## config.mk

```make
export PLATFORM = sky130hd
export DESIGN_NAME = rx_pause_ctrl
export DESIGN_NICKNAME = d
export VERILOG_FILES = /design/src/rtl/rx_pause_ctrl.sv
export SDC_FILE = /design/constraint.sdc
export NUM_CORES = 1
export LEC_CHECK = 0
export BUFFER_PORTS_ARGS = -buffer_cell sky130_fd_sc_hd__buf_4
export CAP_MARGIN = 25
export CELL_PAD_IN_SITES_DETAIL_PLACEMENT = 1
export CELL_PAD_IN_SITES_GLOBAL_PLACEMENT = 1
export CORE_MARGIN = 10
export CORE_UTILIZATION = 25
export DETAILED_ROUTE_END_ITERATION = 8
export PLACE_DENSITY_LB_ADDON = 0.12
export SKIP_CTS_REPAIR_TIMING = 1
export SLEW_MARGIN = 10
export SYNTH_ARGS = -nofsm -noshare
export SYNTH_HDL_FRONTEND = slang
export SYNTH_SLANG_ARGS = --single-unit
```

## constraint.sdc

```tcl
create_clock -name clk -period 1.3 [get_ports clk]
set_input_delay 0 -clock clk [delete_from_list [all_inputs] [get_ports clk]]
set_output_delay 0 -clock clk [all_outputs]
set_load 0.05 [all_outputs]
```

## src/rtl/rx_pause_ctrl.sv

```systemverilog
module rx_pause_ctrl #(
  parameter int OCC_W    = 14,
  parameter int UNIT_SH  = 6,
  parameter int THR_W    = 9,
  parameter int OFF_LSB  = 0,
  parameter int ON_LSB   = 12,
  parameter int CODE_W   = 3,
  parameter int CODE_MAX = 5
) (
  input  logic                      clk,
  input  logic                      rst_n,
  input  logic [OCC_W-1:0]          fifo_level,
  input  logic [ON_LSB+THR_W-1:0]   pause_thr,
  input  logic [CODE_W-1:0]         dma_code,
  input  logic                      frame_ready,
  output logic                      xoff_req,
  output logic                      xon_req,
  output logic                      dma_start
);

  localparam int UW = OCC_W - UNIT_SH;
  localparam int CW = (UW > THR_W) ? UW : THR_W;
  localparam int TOP_SH = UNIT_SH + CODE_MAX + 1;
  localparam int DW = (OCC_W > TOP_SH) ? OCC_W : TOP_SH;

  logic [CW-1:0]     units, off_mark, on_mark;
  logic [CODE_W-1:0] code_sat;
  logic [DW-1:0]     level_x, start_lvl;
  logic              paused, go_off, go_on;
  logic              unused_gap;

  assign unused_gap = ^pause_thr[ON_LSB-1:OFF_LSB+THR_W];

  assign units    = CW'(fifo_level[OCC_W-1:UNIT_SH]);
  assign off_mark = CW'(pause_thr[OFF_LSB +: THR_W]);
  assign on_mark  = CW'(pause_thr[ON_LSB +: THR_W]);

  assign go_off = !paused && (units > off_mark);
  assign go_on  =  paused && (units < on_mark);

  assign code_sat  = (dma_code > CODE_W'(CODE_MAX)) ? CODE_W'(CODE_MAX) : dma_code;
  assign start_lvl = DW'(1) << (UNIT_SH + int'(code_sat));
  assign level_x   = DW'(fifo_level);

  always_ff @(posedge clk or negedge rst_n) begin
    if (!rst_n) begin
      paused    <= 1'b0;
      xoff_req  <= 1'b0;
      xon_req   <= 1'b0;
      dma_start <= 1'b0;
    end else begin
      xoff_req  <= go_off;
      xon_req   <= go_on;
      dma_start <= frame_ready || (level_x >= start_lvl);
      if (go_off)     paused <= 1'b1;
      else if (go_on) paused <= 1'b0;
    end
  end

  AST_REQ_EXCL: assert property (@(posedge clk) disable iff (!rst_n)
    !(xoff_req && xon_req));
  AST_XOFF_SINGLE: assert property (@(posedge clk) disable iff (!rst_n)
    xoff_req |=> !xoff_req);
  AST_XOFF_CAUSE: assert property (@(posedge clk) disable iff (!rst_n)
    xoff_req |-> (($past(fifo_level) >> UNIT_SH) > OCC_W'($past(pause_thr[OFF_LSB +: THR_W]))));
  AST_XON_CAUSE: assert property (@(posedge clk) disable iff (!rst_n)
    xon_req |-> (($past(fifo_level) >> UNIT_SH) < OCC_W'($past(pause_thr[ON_LSB +: THR_W]))));
  AST_FRAME_START: assert property (@(posedge clk) disable iff (!rst_n)
    frame_ready |=> dma_start);
  AST_FULL_START: assert property (@(posedge clk) disable iff (!rst_n)
    (DW'(fifo_level) >= (DW'(1) << TOP_SH - 1)) |=> dma_start);

endmodule

```

==> results of run 1 <==
==> area by class of cell <==
type | instances | area, um^2 | share of cell area [%]
clock buffer | 3 | 22.52 | 1.873
sequential | 4 | 100.1 | 8.325
timing repair buffer | 49 | 377.9 | 31.43
multi-input combinational | 71 | 606.8 | 50.47
inverter | 15 | 56.30 | 4.683
tap | 31 | 38.79 | 3.226
==> state kept, by name, summed over array words and instances (netlist names) <==
name       flops
dma_start      1
paused         1
xoff_req       1
xon_req        1
==> worst min-delay path: cells and delay by family <==
kind                   cells  cell delay [ns]
AND/OR/NAND/NOR            2             0.13
buffers and inverters      1             0.08
==> layer usage <==
layer	global-route usage (%)	part of all wire, %
met5	0	0
met1	9.495	39
met3	3.634	6.4
met4	1.863	0.71
met2	15.95	54
==> stage by stage <==
stage | hold WS [ns] | utilization (%)
after global placement | -0.2020 | 41.33
final | 0.02052 | 43.98
after detailed placement | -0.1992 | 41.33
after global routing | 0.03131 | 43.98
after CTS | -0.4504 | 42.15
after floorplan | -0.2956 | -
==> final timing paths <==
check,from,cells past startpoint,endpoint
worst max-delay path,dma_code[2],8,dma_start
worst min-delay path,pause_thr[20],3,xon_req
worst max register to register,paused,3,paused
worst min register to register,paused,1,paused
max in group asynchronous,rst_n,2,xoff_req
min in group asynchronous,rst_n,2,paused
==> where the power goes <==
part / internal (mW) / switching [mW]
Combinational: 0.193 / 0.158
Sequential: 0.138 / 0.00594
Clock: 0.103 / 0.0511
==> cells by family after synthesis <==
group,after synthesis
and+or+nand+nor,28
adders and majority gates,22
AOI/OAI and AO/OA,20
buffers and inverters,15
DFF,4
other,1
==> cell usage after synthesis <==
library cell | n | area, um^2
conb_1 | 1 | 3.750
and3_1 | 1 | 6.260
nand4b_1 | 1 | 8.760
or2_2 | 1 | 6.260
dfrtp_1 | 4 | 100.1
inv_1 | 15 | 56.30
nand2_1 | 4 | 15.01
a31o_2 | 1 | 8.760
or3_1 | 1 | 6.260
nor4_1 | 1 | 6.260
nor3_1 | 1 | 5.000
a21o_1 | 3 | 22.52
o21ai_1 | 1 | 5.000
nand3_1 | 3 | 15.01
nor2_1 | 7 | 26.28
or4_1 | 2 | 15.01
o21ai_0 | 3 | 15.01
o21ba_2 | 1 | 10.01
a2111oi_1 | 1 | 10.01
a211oi_1 | 1 | 7.510
ha_1 | 22 | 275.3
a21oi_1 | 8 | 40.04
nor2b_1 | 4 | 25.02
o211ai_1 | 1 | 7.510
or3b_2 | 1 | 8.760
nand3b_1 | 1 | 7.510
==> layout by cell type, fill, tap and decap left out, drive strengths merged, types with 4 or more instances in the layout <==
cell type and count:
inv 15, nor2 7, nor2b 4, dfrtp 4, o21ai 4, nand2 4, a21oi 8, buf 48
ha 22
==> results.txt, run 1 <==
Buffers on Ports: 40
GRT Residual Overflow: 0
GPL Wtd Cong: 0.6866
worst reg2reg setup slack: 0.31 ns
Tot GR Track Use: 8.891%
Critical Path AT: 1.39 ns
worst-path fanout max: 5
initial antenna violation count: 0
synth warn: 0
# rows: 19
post-synthesis sequential area ratio: 14.04%
Die Height: 73.41 um
Final setup viols: 0
Synth Area in Adders: 38.60%
Mapped Nets: 153
Placement Cell Area: 0.001130 mm^2
Compound-Gate Fraction of Synth Area: 17.72%
Slew Viols, Final: 0
vias post-DR: 827
Die X: 73.41 um
placed cell count: 169
Max Fclk: 782.2 MHz
Tmin final: 1.278 ns
CP required: 1.41 ns
Routed Antenna Nets: 0
Post-Synth XOR/XNOR Area: 0%
Cell Count, Final, Fillers Out: 173
max-cap viol count: 0
crit end category: flop
Synth Area per Inst: 7.924 um^2
Hold Vio Cnt, Final: 0
skew final: 0.002547 ns
drc violations: 0
final HPWL from detailed placement: 2248 um
CTS H-tree lvls: 1
worst path cell trace: buf_6 -> or3_4 -> ha_4 -> a21o_1 -> a21oi_2 -> o21ai_1 -> a2111oi_2 -> nor2_1
die area: 0.005389 mm^2
Vias/cell: 4.780
worst path setup slack after routing: 0.02161 ns
final WL: 2400 um
mux share of post-synthesis cell area: 0%
Pwr Total: 648.9 uW
routed len/inst: 13.87 um
Area growth syn-to-layout: 68.60%
setup_tns: 0 ns
main combinational cell family by area after synthesis: adder cells
first-pass GRT wire length: 3808 um
Worst path slowest cell: or3_4
Syn Std Cell Area: 713.2 um^2
total core area: 0.002734 mm^2
CTS Sinks: 4
Cell Pwr Density: 539.6 mW/mm^2
type of origin of the critical path: input port
VDD IR max: 407.2 uV
min-delay worst type: input port to flop
clk slew on worst S/H paths: 0.04 ns
Worst-Skew Late Latency: 0.24 ns
Post-Syn Instances: 90
total CTS buffers: 3
RSZ-0062 raised after global routing: false
pin count of the biggest net entering global routing: 6
worst path buffer plus inverter count: 1
# diodes: 0
layout cells sized above 1: 43.66%
Final Cycle Share: 98.34%
Seq cells post-synth: 4
Post-Place Worst Slack: -0.3186 ns
Top Family by Delay on Critical Path: compound AO/OA/AOI/OAI gates
Final Instance Area: 0.001202 mm^2
post-synthesis simple-gate area fraction: 21.23%
Post-layout nets: 207
status: completed
TritonCTS clock tree: yes
Leak: 0.6522 nW
Top Ports: 44
clk root buf: clkbuf_4
DRT iter0 DRCs: 9
critical path class: input port to flop
Layout fillers: 347
first-pass detailed-route iteration total: 3
CP max stage delay: 0.39 ns
starting density of the core: 26.09%
maximum buffer depth of the clock tree: 2
Distinct cells, synth: 26
vias in the first global route: 875
Note: power is estimated with default switching activity, not from simulation.
==> inputs of run 2 (changes only) <==
--- a/config.mk
+++ b/config.mk
@@ -5,13 +5,13 @@
 export SDC_FILE = /design/constraint.sdc
 export NUM_CORES = 1
 export LEC_CHECK = 0
-export BUFFER_PORTS_ARGS = -buffer_cell sky130_fd_sc_hd__buf_4
 export CAP_MARGIN = 25
 export CELL_PAD_IN_SITES_DETAIL_PLACEMENT = 1
 export CELL_PAD_IN_SITES_GLOBAL_PLACEMENT = 1
 export CORE_MARGIN = 10
 export CORE_UTILIZATION = 25
 export DETAILED_ROUTE_END_ITERATION = 8
+export DONT_BUFFER_PORTS = 1
 export PLACE_DENSITY_LB_ADDON = 0.12
 export SKIP_CTS_REPAIR_TIMING = 1
 export SLEW_MARGIN = 10
==> results.txt, run 2 (synthesis gave the netlist of run 1 again) <==
status: finished with violations (was completed)
failing checks: hold timing
Layout Utilization: 29.79% (was 43.98%)
drc violations: 0 (unchanged)
Post-Place Worst Slack: -0.1861 ns (was -0.3186 ns)
DRT iter0 DRCs: 13 (was 9)
Psw: 166.5 uW (was 214.9 uW)
Die X: 73.41 um (unchanged)
most common cell after layout, fill and taps aside: ha_1 (was buf_4)
worst path cell trace: or4_1 -> nor4_1 -> o21ai_1 -> a2111oi_2 -> nor2_1 (was buf_6 -> or3_4 -> ha_4 -> a21o_1 -> a21oi_2 -> o21ai_1 -> a2111oi_2 -> nor2_1)
Cell Pwr Density: 611.2 mW/mm^2 (was 539.6 mW/mm^2)
skew final: 0.005179 ns (was 0.002547 ns)
worst reg2reg setup slack: 0.31 ns (about the same)
Max Fclk: 854.1 MHz (was 782.2 MHz)
Placement Cell Area: 777.0 um^2 (was 0.001130 mm^2)
Hold Vio Cnt, Final: 1 (was 0)
max-cap viol count: 0 (unchanged)
CP required: 1.40 ns (was 1.41 ns)
Layout fillers: 328 (was 347)
vias post-DR: 638 (was 827)
Sw Ratio: 33.44% (was 33.12%)
CTS Sinks: 4 (unchanged)
RSZ-0062 raised after global routing: false (unchanged)
worst hold slack: -0.06023 ns (was 0.02052 ns)
Worst path slowest cell: or4_1 (was or3_4)
Routed Antenna Nets: 0 (unchanged)
Worst-Skew Late Latency: 0.23 ns (was 0.24 ns)
critical path class: input port to flop (unchanged)
Final Cycle Share: 90.06% (was 98.34%)
first-pass GRT wire length: 3305 um (was 3808 um)
hold wc startpoint: pause_thr[20] (unchanged)
Slew Viols, Final: 0 (unchanged)
combinational fraction of design power: 34.9% (was 54.1%)
placed cell count: 122 (was 169)
die area: 0.005389 mm^2 (unchanged)
first-pass detailed-route iteration total: 4 (was 3)
clk root buf: clkbuf_4 (unchanged)
layout cells sized above 1: 11.58% (was 43.66%)
worst path setup slack after routing: 0.1292 ns (was 0.02161 ns)
Area growth syn-to-layout: 14.21% (was 68.60%)
GPL Wtd Cong: 0.7272 (was 0.6866)
min-delay worst type: input port to flop (unchanged)
GRT Residual Overflow: 0 (unchanged)
vias in the first global route: 777 (was 875)
clock share of power: 30.1% (was 23.8%)
type of origin of the critical path: input port (unchanged)
TritonCTS clock tree: yes (unchanged)
Tot GR Track Use: 7.753% (was 8.891%)
Post-layout nets: 160 (was 207)
RR Startpoint: paused (unchanged)
total core area: 0.002734 mm^2 (unchanged)
Die Height: 73.41 um (unchanged)
starting density of the core: 26.09% (unchanged)
Tmin final: 1.171 ns (was 1.278 ns)
most frequent cells in the layout: ha_1 (20), inv_1 (15), a21oi_1 (8), nor2_1 (7) (was buf_4 (46), ha_1 (20), inv_1 (15), a21oi_1 (7), nor2_1 (6))
routed len/inst: 16.02 um (was 13.87 um)
Critical Path AT: 1.27 ns (was 1.39 ns)
initial antenna violation count: 0 (unchanged)
Cell Count, Final, Fillers Out: 126 (was 173)
maximum buffer depth of the clock tree: 2 (unchanged)
final WL: 2018 um (was 2400 um)
Reg power frac: 35.0% (was 22.1%)
# diodes: 0 (unchanged)
internal power: 331.4 uW (was 433.9 uW)
VDD IR max: 615.5 uV (was 407.2 uV)
# rows: 19 (unchanged)
worst-path fanout max: 1 (was 5)
Top Ports: 44 (unchanged)
final HPWL from detailed placement: 1921 um (was 2248 um)
CP startpoint: fifo_level[3] (was dma_code[2])
Final setup viols: 0 (unchanged)
crit end category: flop (unchanged)
total CTS buffers: 3 (unchanged)
Buffers on Ports: 0 (was 40)
Vias/cell: 5.063 (was 4.780)
CTS H-tree lvls: 1 (unchanged)
clk slew on worst S/H paths: 0.04 ns (about the same)
Final Instance Area: 814.5 um^2 (was 0.001202 mm^2)
CP max stage delay: 0.51 ns (was 0.39 ns)
pin count of the biggest net entering global routing: 7 (was 6)
Leak: 0.4195 nW (was 0.6522 nW)
run 2: worst paths after layout:
| path | to | cells past startpoint |
|---|---|---|
| min reg2reg | paused | 1 |
| min | xon_req | 2 |
| max in group asynchronous | dma_start | 1 |
| max reg2reg | paused | 3 |
| max | dma_start | 5 |
| min in group asynchronous | xon_req | 1 |
run 2: routing by layer:
layer	vias to the layer above	track usage [%]	routed length [um]
met5	-	0	0
met4	0	0.6211	0
met3	0	4.711	226
met2	22	14.04	1014
met1	290	7.669	776
li1	326	-	-
run 2: power by group through the flow:
stage,Sequential [mW],Combinational (mW),Clock (mW)
after CTS,0.175,0.173,0.157
after global routing,0.175,0.212,0.168
after floorplan,0.173,0.132,0
after detailed placement,0.176,0.171,0
final,0.174,0.174,0.150
after global placement,0.176,0.163,0
run 2: worst max-delay path: cells and delay by family:
family	cells	cell delay [ns]
AND/OR/NAND/NOR	3	0.83
AO/OA/AOI/OAI	2	0.45
run 2: cell type report:
cell class / count / area [um^2] / area share (%)
Inverter: 15 / 56.30 / 6.912
Clock buffer: 3 / 22.52 / 2.765
Multi-Input combinational cell: 71 / 579.3 / 71.12
Tap cell: 31 / 38.79 / 4.762
Sequential cell: 4 / 100.1 / 12.29
Timing Repair Buffer: 2 / 17.52 / 2.151
run 2: stage by stage:
| stage | hold WS [ns] | total power, mW | TNS (ns) |
|---|---|---|---|
| floorplan | -0.2956 | 0.3052 | -0.05969 |
| global placement | -0.2954 | 0.3391 | -0.1787 |
| detailed placement | -0.2955 | 0.3472 | -0.1861 |
| CTS | -0.5475 | 0.5047 | 0 |
| global route | 0.005202 | 0.5561 | 0 |
| finish | -0.06023 | 0.4979 | 0 |
